## src/rtl/pwl_gamma_pkg.sv

```systemverilog
package pwl_gamma_pkg;

    typedef enum logic [1:0] {
        LD_IDLE = 2'd0,
        LD_RUN  = 2'd1,
        LD_FULL = 2'd2
    } ld_state_e;

    localparam logic [1:0] CURVE_BYPASS = 2'd0;
    localparam logic [1:0] CURVE_BANK_A = 2'd1;
    localparam logic [1:0] CURVE_BANK_B = 2'd2;

    function automatic logic [1:0] effective_curve(input logic [1:0] mode, input logic powered);
        logic [1:0] r;
        if (!powered) begin
            r = CURVE_BYPASS;
        end else begin
            unique case (mode)
                CURVE_BANK_A: r = CURVE_BANK_A;
                CURVE_BANK_B: r = CURVE_BANK_B;
                default:      r = CURVE_BYPASS;
            endcase
        end
        return r;
    endfunction

endpackage

```

## src/rtl/lut_loader.sv

```systemverilog
module lut_loader
    import pwl_gamma_pkg::*;
#(
    parameter int NPTS = 16,
    parameter int DW   = 12
) (
    input  logic                    clk,
    input  logic                    rst_n,
    input  logic                    cfg_start,
    input  logic                    cfg_bank,
    input  logic [2:0]              cfg_mask,
    input  logic                    pwr_on,
    input  logic                    wr_valid,
    input  logic [DW-1:0]           wr_data,
    output logic                    we_bank,
    output logic [2:0]              we_chan,
    output logic                    we_delta,
    output logic [$clog2(NPTS)-1:0] we_idx,
    output logic [DW-1:0]           we_data
);
    localparam int IW    = $clog2(NPTS);
    localparam int WORDS = 6;
    localparam logic [IW-1:0] LAST_IDX  = IW'(NPTS - 1);
    localparam logic [2:0]    LAST_WORD = 3'(WORDS - 1);

    ld_state_e      st_q, st_d;
    logic [IW-1:0]  idx_q, idx_d;
    logic [2:0]     wc_q, wc_d;
    logic           bank_q, bank_d;
    logic [2:0]     mask_q, mask_d;
    logic           accept;
    logic [2:0]     chan_sel;

    assign accept = (st_q == LD_RUN) && wr_valid && pwr_on && !cfg_start;

    // state register
    always_ff @(posedge clk or negedge rst_n) begin
        if (!rst_n) begin
            st_q   <= LD_IDLE;
            idx_q  <= '0;
            wc_q   <= '0;
            bank_q <= 1'b0;
            mask_q <= '0;
        end else begin
            st_q   <= st_d;
            idx_q  <= idx_d;
            wc_q   <= wc_d;
            bank_q <= bank_d;
            mask_q <= mask_d;
        end
    end

    // next state
    always_comb begin
        st_d   = st_q;
        idx_d  = idx_q;
        wc_d   = wc_q;
        bank_d = bank_q;
        mask_d = mask_q;
        if (cfg_start) begin
            st_d   = LD_RUN;
            idx_d  = '0;
            wc_d   = '0;
            bank_d = cfg_bank;
            mask_d = cfg_mask;
        end else begin
            unique case (st_q)
                LD_IDLE: ;
                LD_RUN: begin
                    if (accept) begin
                        if (wc_q == LAST_WORD) begin
                            wc_d = '0;
                            if (idx_q == LAST_IDX) st_d = LD_FULL;
                            else                   idx_d = idx_q + 1'b1;
                        end else begin
                            wc_d = wc_q + 1'b1;
                        end
                    end
                end
                LD_FULL: ;
                default: st_d = LD_IDLE;
            endcase
        end
    end

    // outputs
    always_comb begin
        we_delta = (wc_q >= 3'd3);
        chan_sel = we_delta ? (wc_q - 3'd3) : wc_q;
        for (int c = 0; c < 3; c++) begin
            we_chan[c] = accept && mask_q[c] && (chan_sel == 3'(c));
        end
        we_bank = bank_q;
        we_idx  = idx_q;
        we_data = wr_data;
    end


    full_drop_chk: assert property (@(posedge clk) disable iff (!rst_n)
        (st_q == LD_FULL) |-> (we_chan == 3'b000));


    unpowered_hold_chk: assert property (@(posedge clk) disable iff (!rst_n)
        (!pwr_on && !cfg_start) |=> ($stable(wc_q) && $stable(idx_q)));


    restart_chk: assert property (@(posedge clk) disable iff (!rst_n)
        cfg_start |=> (idx_q == '0 && wc_q == '0 && st_q == LD_RUN));

endmodule

```

## src/rtl/lut_bank.sv

```systemverilog
module lut_bank #(
    parameter int NPTS = 16,
    parameter int DW   = 12
) (
    input  logic                               clk,
    input  logic                               rst_n,
    input  logic [2:0]                         we_chan,
    input  logic                               we_delta,
    input  logic [$clog2(NPTS)-1:0]            we_idx,
    input  logic [DW-1:0]                      we_data,
    input  logic [2:0][$clog2(NPTS)-1:0]       rd_idx,
    output logic [2:0][DW-1:0]                 rd_base,
    output logic [2:0][DW-1:0]                 rd_delta
);
    for (genvar c = 0; c < 3; c++) begin : g_ch
        logic [DW-1:0] base_m  [NPTS];
        logic [DW-1:0] delta_m [NPTS];

        always_ff @(posedge clk or negedge rst_n) begin
            if (!rst_n) begin
                for (int i = 0; i < NPTS; i++) begin
                    base_m[i]  <= '0;
                    delta_m[i] <= '0;
                end
            end else if (we_chan[c]) begin
                if (we_delta) delta_m[we_idx] <= we_data;
                else          base_m[we_idx]  <= we_data;
            end
        end

        assign rd_base[c]  = base_m[rd_idx[c]];
        assign rd_delta[c] = delta_m[rd_idx[c]];
    end

endmodule

```

## src/rtl/pwl_interp.sv

```systemverilog
module pwl_interp #(
    parameter int DW = 12,
    parameter int FW = 8
) (
    input  logic          clk,
    input  logic          rst_n,
    input  logic          byp,
    input  logic [DW-1:0] pix,
    input  logic [DW-1:0] base,
    input  logic [DW-1:0] delta,
    output logic [DW-1:0] y
);
    localparam logic [DW-1:0] SAT = {DW{1'b1}};

    logic          s_byp;
    logic [DW-1:0] s_pix, s_base, s_delta;
    logic [FW-1:0] s_frac;
    logic [DW+FW:0] acc;
    logic [DW:0]    sum;
    logic           unused_lsb;

    always_ff @(posedge clk or negedge rst_n) begin
        if (!rst_n) begin
            s_byp   <= 1'b1;
            s_pix   <= '0;
            s_base  <= '0;
            s_delta <= '0;
            s_frac  <= '0;
        end else begin
            s_byp   <= byp;
            s_pix   <= pix;
            s_base  <= base;
            s_delta <= delta;
            s_frac  <= pix[FW-1:0];
        end
    end

    always_comb begin
        acc = {1'b0, s_base, {FW{1'b0}}} + (DW+FW+1)'(s_delta * s_frac);
        sum = acc[DW+FW:FW];
        unused_lsb = ^acc[FW-1:0];
    end

    always_ff @(posedge clk or negedge rst_n) begin
        if (!rst_n)      y <= '0;
        else if (s_byp)  y <= s_pix;
        else if (sum[DW]) y <= SAT;
        else             y <= sum[DW-1:0];
    end


    no_underflow_chk: assert property (@(posedge clk) disable iff (!rst_n)
        !s_byp |=> (y >= $past(s_base)));


    bypass_pass_chk: assert property (@(posedge clk) disable iff (!rst_n)
        s_byp |=> (y == $past(s_pix)));

endmodule

```

## src/rtl/pwl_gamma_lut.sv

```systemverilog
module pwl_gamma_lut
    import pwl_gamma_pkg::*;
#(
    parameter int DW = 12,
    parameter int FW = 8
) (
    input  logic          clk,
    input  logic          rst_n,
    input  logic          mem_keep_on,
    input  logic          mode_wr,
    input  logic [1:0]    mode_val,
    input  logic          cfg_start,
    input  logic          cfg_bank,
    input  logic [2:0]    cfg_mask,
    input  logic          wr_valid,
    input  logic [DW-1:0] wr_data,
    input  logic          pix_valid,
    input  logic [DW-1:0] pix_r,
    input  logic [DW-1:0] pix_g,
    input  logic [DW-1:0] pix_b,
    output logic          out_valid,
    output logic [DW-1:0] out_r,
    output logic [DW-1:0] out_g,
    output logic [DW-1:0] out_b,
    output logic [1:0]    status,
    output logic          next_bank
);
    localparam int IW   = DW - FW;
    localparam int NPTS = 1 << IW;

    logic [1:0]            mode_q;
    logic                  s1_v;
    logic                  we_bank, we_delta;
    logic [2:0]            we_chan;
    logic [IW-1:0]         we_idx;
    logic [DW-1:0]         we_data;
    logic [2:0][DW-1:0]    pix_in, y_out, sel_base, sel_delta;
    logic [2:0][IW-1:0]    rd_idx;
    logic [2:0][DW-1:0]    bk_base  [2];
    logic [2:0][DW-1:0]    bk_delta [2];

    always_ff @(posedge clk or negedge rst_n) begin
        if (!rst_n)       mode_q <= CURVE_BYPASS;
        else if (mode_wr) mode_q <= mode_val;
    end

    assign status    = effective_curve(mode_q, mem_keep_on);
    assign next_bank = (status != CURVE_BANK_B);

    lut_loader #(.NPTS(NPTS), .DW(DW)) u_loader (
        .clk(clk), .rst_n(rst_n),
        .cfg_start(cfg_start), .cfg_bank(cfg_bank), .cfg_mask(cfg_mask),
        .pwr_on(mem_keep_on), .wr_valid(wr_valid), .wr_data(wr_data),
        .we_bank(we_bank), .we_chan(we_chan), .we_delta(we_delta),
        .we_idx(we_idx), .we_data(we_data)
    );

    assign pix_in[0] = pix_r;
    assign pix_in[1] = pix_g;
    assign pix_in[2] = pix_b;

    for (genvar c = 0; c < 3; c++) begin : g_idx
        assign rd_idx[c] = pix_in[c][DW-1:FW];
    end

    for (genvar b = 0; b < 2; b++) begin : g_bank
        lut_bank #(.NPTS(NPTS), .DW(DW)) u_bank (
            .clk(clk), .rst_n(rst_n),
            .we_chan(we_chan & {3{we_bank == 1'(b)}}),
            .we_delta(we_delta), .we_idx(we_idx), .we_data(we_data),
            .rd_idx(rd_idx), .rd_base(bk_base[b]), .rd_delta(bk_delta[b])
        );
    end

    assign sel_base  = (status == CURVE_BANK_B) ? bk_base[1]  : bk_base[0];
    assign sel_delta = (status == CURVE_BANK_B) ? bk_delta[1] : bk_delta[0];

    for (genvar c = 0; c < 3; c++) begin : g_interp
        pwl_interp #(.DW(DW), .FW(FW)) u_interp (
            .clk(clk), .rst_n(rst_n),
            .byp(status == CURVE_BYPASS), .pix(pix_in[c]),
            .base(sel_base[c]), .delta(sel_delta[c]), .y(y_out[c])
        );
    end

    always_ff @(posedge clk or negedge rst_n) begin
        if (!rst_n) begin
            s1_v      <= 1'b0;
            out_valid <= 1'b0;
        end else begin
            s1_v      <= pix_valid;
            out_valid <= s1_v;
        end
    end

    assign out_r = y_out[0];
    assign out_g = y_out[1];
    assign out_b = y_out[2];


    status_code_chk: assert property (@(posedge clk) disable iff (!rst_n)
        status != 2'd3);


    unpowered_bypass_chk: assert property (@(posedge clk) disable iff (!rst_n)
        !mem_keep_on |-> (status == CURVE_BYPASS));


    valid_pipe_chk: assert property (@(posedge clk) disable iff (!rst_n)
        s1_v |=> out_valid);


    valid_idle_chk: assert property (@(posedge clk) disable iff (!rst_n)
        !s1_v |=> !out_valid);

endmodule

```

## config.mk

```make
export PLATFORM = sky130hd
export DESIGN_NAME = pwl_gamma_lut
export DESIGN_NICKNAME = d
export VERILOG_FILES = /design/src/rtl/pwl_gamma_pkg.sv /design/src/rtl/lut_loader.sv /design/src/rtl/lut_bank.sv /design/src/rtl/pwl_interp.sv /design/src/rtl/pwl_gamma_lut.sv
export SDC_FILE = /design/constraint.sdc
export NUM_CORES = 2
export LEC_CHECK = 0
export BUFFER_PORTS_ARGS = -buffer_cell sky130_fd_sc_hd__buf_4
export CORE_MARGIN = 5
export CORE_UTILIZATION = 64
export DETAILED_ROUTE_END_ITERATION = 12
export PLACE_DENSITY_LB_ADDON = 0.3
export SLEW_MARGIN = 20
export SYNTH_ARGS = -nofsm -noshare
export SYNTH_HDL_FRONTEND = slang
export SYNTH_HIERARCHICAL = 1
export SYNTH_SLANG_ARGS = --single-unit
export TNS_END_PERCENT = 10
```

## constraint.sdc

```tcl
create_clock -name clk -period 5.2 [get_ports clk]
set_input_delay 0 -clock clk [delete_from_list [all_inputs] [get_ports clk]]
set_output_delay 0 -clock clk [all_outputs]
set_load 0.01 [all_outputs]
```

Word level (Yosys, flattened, before mapping)
Index checks and enable logic that the tools add are counted.
{"block": "word_totals", "output_inout_bits": 40, "word_cells": 362, "reg_bits": 2490}
{"block": "classes", "n_lt_le_gt_ge": 6, "n_reduce_logical": 33, "n_mux": 75, "multipliers": 3, "n_addsub": 6, "n_bitwise": 8, "eq_ne": 15}
{"operator": "bitwise mux 192 bit", "count": 12}
{"operator": "binary-select mux 12 bit (select 4 bit)", "count": 12}
{"operator": "two-way mux 12 bit", "count": 31}
{"operator": "two-way mux 36 bit", "count": 2}
{"operator": "adder 20 x 20 -> 21 bit", "count": 3}
{"operator": "multiplier 12 x 8 -> 20 bit", "count": 3}
{"operator": "demux 12 bit (select 4 bit)", "count": 1}
{"operator": "AND reduction 2 bit", "count": 13}
{"operator": ">= comparator 5 bit (second input constant)", "count": 4}
{"operator": "two-way mux 4 bit", "count": 5}
{"operator": "inverter 4 -> 5 bit", "count": 4}
{"operator": "two-way mux 3 bit", "count": 5}
{"operator": "logical AND 1 bit", "count": 10}
{"operator": "two-way mux 2 bit", "count": 5}
{"operator": "case mux 2 bit (2 select lines)", "count": 2}
{"operator": "AND reduction 4 bit", "count": 2}
{"operator": "bitwise AND 3 bit", "count": 2}
{"operator": "== test 2 bit (second input constant)", "count": 3}
{"operator": "!= test 3 bit (second input constant)", "count": 2}
{"operator": "nonzero test 2 bit", "count": 3}
{"operator": "less-than comparator 5 x 1 -> 1 bit (second input constant)", "count": 1}
{"operator": "adder 4 x 1 -> 4 bit (second input constant)", "count": 1}
{"operator": "== test 2 x 1 -> 1 bit (second input constant)", "count": 2}
{"operator": "== test 4 bit (second input constant)", "count": 1}
{"operator": "14 further kinds", "count": 17}

Logic depth before layout (Yosys ltp)
{"block": "logic_depth", "word_depth": 8, "depth_mapped": 18}

Cells and area by module
Netlist, hierarchy kept.
{"module": "lut_bank", "n_inst": 2, "cells_per_inst": 3277, "seq_area_each_um2": 28827.6, "area_each_um2": 51813.4}
{"module": "pwl_interp at g_interp[0].u_interp ...", "n_inst": 2, "cells_per_inst": 470, "seq_area_each_um2": 1227.4, "area_each_um2": 4787.1}
{"module": "pwl_interp at g_interp[2].u_interp", "n_inst": 1, "cells_per_inst": 467, "seq_area_each_um2": 1227.4, "area_each_um2": 4792.1}
{"module": "pwl_gamma_lut", "n_inst": 1, "cells_per_inst": 98, "seq_area_each_um2": 100.1, "area_each_um2": 1311.3}
{"module": "lut_loader", "n_inst": 1, "cells_per_inst": 89, "seq_area_each_um2": 325.3, "area_each_um2": 839.6}

Worst setup path after synthesis
Ideal clock, no wire load.
{"block": "synth_path", "path_kind": "register to register", "from": "reg g_interp[0].u_interp.s_frac[2]", "to": "reg g_interp[0].u_interp.y[0]", "n_path_buf": 2, "stages_incl_launch_ff": 18, "slack_ns": 0.776, "setup_time_ns": 0.080, "required_time_ns": 5.120, "arrival_ns": 4.344, "path_cell_list": "dfrtp_1 clkbuf_1 nand2_1 fa_1 inv_1 fa_1 fa_1 inv_1 fa_1 inv_1 ha_1 buf_2 nand3_1 nor2_1 o2111ai_1 o211ai_2 mux2i_2 a2bb2oi_1"}
{"block": "synth_via", "elab_chain_cells": 4}
{"item": "start: declaration", "line": "pwl_interp.sv:17", "text": "logic [FW-1:0] s_frac;"}
{"item": "start signal: assignment", "line": "pwl_interp.sv:34", "text": "s_frac <= pix[FW-1:0];"}
{"item": "multiplier 12 x 8 -> 20 bit", "line": "pwl_interp.sv:39", "text": "acc = {1'b0, s_base, {FW{1'b0}}} + (DW+FW+1)'(s_delta * s_frac);"}
{"item": "adder 20 x 20 -> 21 bit", "line": "pwl_interp.sv:39"}
{"item": "two-way mux 12 bit", "line": "pwl_interp.sv:47", "text": "else if (sum[DW]) y <= SAT;"}
{"item": "two-way mux 12 bit", "line": "pwl_interp.sv:46", "text": "else if (s_byp) y <= s_pix;"}
{"item": "end signal: assignment", "line": "pwl_interp.sv:46"}
{"item": "end signal: assignment", "line": "pwl_interp.sv:48", "text": "else y <= sum[DW-1:0];"}
{"item": "end: declaration", "line": "pwl_interp.sv:11", "text": "output logic [DW-1:0] y"}
Every way passes these cells.
A chain may end at the register's enable or synchronous reset.

Worst setup path after layout
{"block": "layout_path", "from": "reg g_interp[0].u_interp.s_frac[2]", "to": "reg g_interp[0].u_interp.y[2]"}
Same word-level chain as after synthesis.

==> summary.md <==
| Metric | Value |
|---|---|
| Setup TNS Final | `0 ns` |
| Hold Path Class | `in -> reg` |
| Detailed Place HPWL | `between 150 and 200 mm` |
| F_max | `205 MHz` |
| Layout overhead on the synthesized area | `9.90%` |
| Final antenna-violating net count | `0` |
| Root Driver | `clkbuf_16` |
| Vias in the first global route | `between 70,000 and 80,000` |
| Worst slew pin tran | `1.22 ns` |
| Initial Util | `64.2%` |
| Synthesized area | `120,000 sq um` |
| Sequential share of the synthesized area | `between 50% and 60%` |
| Setup bufs post-CTS | `0` |
| Worst setup margin | `0.330 ns` |
| IO Pins | `a little over 100` |
| Synth warn | `6` |
| Final #Nets | `between 8,000 and 9,000` |
| Final WL | `roughly 290 mm` |
| Pre-CTS setup slack | `between 0.3 and 0.4 ns` |
| Number of flops mapped to enable cells by yosys | `0` |
| Drt drc | `0` |
| Syn Area/Cell | `about 15 sq um` |
| Clk sinks | `2,468` |
| Initial antenna violation count | `10` |
| Ys flop type | `dfrtp_1` |
| Core ar. | `187,000 sq um` |
| Mapped Cells | `8,148` |
| WP data arrival | `between 5 and 6 ns` |
| Syn Nets | `8,546` |
| Wire per inst | `~27 microns` |
| Most common cell after layout, fill and taps aside | `dfrtp_1` |
| Final Setup Violations | `0` |
| Async SR Flop Fraction | `100%` |
| Die Y | `443 microns` |
| Non-Filler Instances | `around 11,000` |
| Leak | `65.8 nW` |
| Tcrit/Tclk final | `93.7%` |
| Status | `finished, final reports clean` |
| Placed Instances | `10,200` |
| Worst vdd ir | `0.372 mV` |
| # port buffers | `100` |
| Die ar. | `196,000 sq um` |
| Total track usage | `about 30%` |
| Worst slew margin | `~19%` |
| Min Clock Period, post-route | `4.87 ns` |
| Worst Path Required | `about 6.0 ns` |
| Synth unique cells | `76` |
| Grt ovf | `0` |
| H-Tree Depth | `4` |
| Clock-pin slew on the worst setup and hold paths | `roughly 0.060 ns` |
| Clock Skews | `0.0300 ns` |
| Largest net degree at the start of global routing | `198` |
| Pwr dens | `295 nW/um^2` |
| TritonCTS buffer count | `241` |
| Critical Path Fanout Max | `13` |
| 1st-iter DRT viols | `5,336` |
| DR vias | `69,500` |
| Yosys reg bits | `roughly 2,500` |
| First-pass GRT wire length | `455 mm` |
| WS Path Type | `reg -> reg` |
| Worst setup SP type | `flip-flop` |
| RD Place Congestion | `0.877` |
| Max cap viols | `0` |
| Share of layout cells above drive strength 1 | `45.0%` |
| Commonest cells after routing, fill and taps aside | `dfrtp_1 (2,463), mux2_2 (2,316), mux4_2 (576), nand2_1 (378), inv_1 (325)` |
| Clk Latency, worst-skew pair | `0.88 ns` |
| Die X-Extent | `roughly 440 microns` |
| TritonRoute pass-1 iters | `8` |
| Longest Clk Path Bufs | `3` |
| Pins Over Slew Limit | `0` |
| Final Hold Vio Count | `0` |
| Vias/cell | `6.45` |
| CTS tree | `yes` |
| FP Rows | `159` |
| Unrepaired setup endpoints after global routing | `false` |
| Setup crit end kind | `flip-flop` |
per-layer routing:
| metal | vias to the layer above | track usage, % | share of wire, % |
|---|---|---|---|
| met1 | 37700 | 41.1 | 41 |
| met4 | 0 | 11.4 | 4.0 |
| met2 | 2117 | 48.5 | 49 |
| met3 | 557 | 5.27 | 6.2 |
| li1 | 29200 | - | - |
| met5 | - | 0 | 0 |
kinds of logic after synthesis:
group | after synthesis | synth area share [%]
compound gates | 464 | 2.88
xor+xnor | 36 | 0.262
fa+ha+maj | 337 | 4.82
buf+inv | 1040 | 3.74
flops | 2468 | 51.4
mux | 2963 | 33.4
simple gates | 840 | 3.53
repair_timing:
item,in CTS,in global routing
endpoints found under the setup margin,0,5
hold buffers,107,0
hold endpoints to repair,2348,0
resized for setup,0,1
registers in the layout (all words and copies together), names as in the netlist:
register / cells
g_bank.u_bank/g_ch.base_m: 1152
g_bank.u_bank/g_ch.delta_m: 1152
g_interp.u_interp/s_base: 36
g_interp.u_interp/s_delta: 36
g_interp.u_interp/y: 36
g_interp.u_interp/s_frac: 21
g_interp.u_interp/s_pix: 15
u_loader/we_idx: 4
g_interp.u_interp/s_byp: 3
u_loader/mask_q: 3
u_loader/wc_q: 3
mode_q: 2
u_loader/st_q: 2
out_valid: 1
s1_v: 1
u_loader/we_bank: 1
metrics by stage:
| step | instance area (sq um) | utilization, % | hold WS (ns) | total power [mW] |
|---|---|---|---|---|
| floorplan | 120000 | - | -0.296 | 20.7 |
| global placement | 123000 | 65.6 | 0.00201 | 21.6 |
| detailed placement | 123000 | 65.6 | 0.0101 | 21.6 |
| CTS | 132000 | 70.5 | 0.0420 | 39.3 |
| global route | 132000 | 70.5 | 0.0570 | 40.3 |
| finish | 132000 | 70.5 | 0.0907 | 39.0 |
final cells by class:
cell class	instances	area, sq um
fill	12000	55200
clock buffer	358	7090
tap	2495	3120
sequential	2468	61800
inverter	325	1220
clock inverter	81	946
multi-input combinational	4640	54000
timing repair buffer	407	3860
antenna	7	17.5
Yosys cell counts (all sizes together), types with 7 or more instances:
| cell | n | area (sq um) |
|---|---|---|
| a21o | 14 | 108 |
| a21oi | 63 | 353 |
| a22oi | 288 | 2160 |
| a2bb2oi | 16 | 140 |
| and2 | 203 | 1270 |
| and3 | 11 | 71.3 |
| and4bb | 18 | 225 |
| buf | 316 | 1730 |
| clkbuf | 398 | 1510 |
| dfrtp | 2465 | 61700 |
| fa | 210 | 4200 |
| ha | 127 | 1590 |
| inv | 325 | 1220 |
| mux2 | 2382 | 27000 |
| mux4 | 576 | 13000 |
| nand2 | 378 | 1420 |
| nand2b | 9 | 56.3 |
| nand3 | 8 | 40.0 |
| nand4 | 10 | 62.6 |
| nand4b | 19 | 181 |
| nor2 | 122 | 470 |
| nor2b | 31 | 194 |
| nor3 | 11 | 55.1 |
| nor4b | 7 | 105 |
| o211ai | 16 | 130 |
| o21a | 10 | 75.1 |
| o21ai | 18 | 97.6 |
| xnor2 | 20 | 175 |
| xor2 | 16 | 140 |
worst paths after layout:
check / start / to / slack, ns / depth (start not counted)
max reg2reg: g_interp[0].u_interp/s_frac[2]$_DFF_PN0_ / g_interp[0].u_interp/y[2]$_DFF_PN0_ / 0.33 / 15
min in group asynchronous: rst_n / g_bank[1].u_bank/g_ch[1].base_m[14]$_DFFE_PN0P_ / 0.51 / 4
max in group asynchronous: rst_n / g_bank[0].u_bank/g_ch[2].base_m[57]$_DFFE_PN0P_ / 3.45 / 5
min reg2reg: s1_v$_DFF_PN0_ / out_valid$_DFF_PN0_ / 0.35 / 0
min: pix_b[10] / g_interp[2].u_interp/s_pix[10]$_DFF_PN0_ / 0.09 / 2
max: g_interp[0].u_interp/s_frac[2]$_DFF_PN0_ / g_interp[0].u_interp/y[2]$_DFF_PN0_ / 0.33 / 15
worst max-delay path, cell delays in order (launching register included):
cell	delay [ns]
dfrtp_1	0.60
nand2_1	0.14
fa_1	0.54
inv_1	0.05
fa_1	0.50
fa_1	0.51
inv_1	0.05
fa_1	0.48
inv_1	0.04
ha_1	0.40
nand3_1	0.14
nor2_1	0.19
o2111ai_1	0.15
o211ai_2	0.26
mux2i_2	0.47
a2bb2oi_1	0.25
power by group:
group	internal [mW]	switching, mW
Clock	10.2	7.41
Combinational	0.594	1.29
Sequential	19.4	0.122
Total	30.2	8.82
Power figures use the tool's default switching activity.
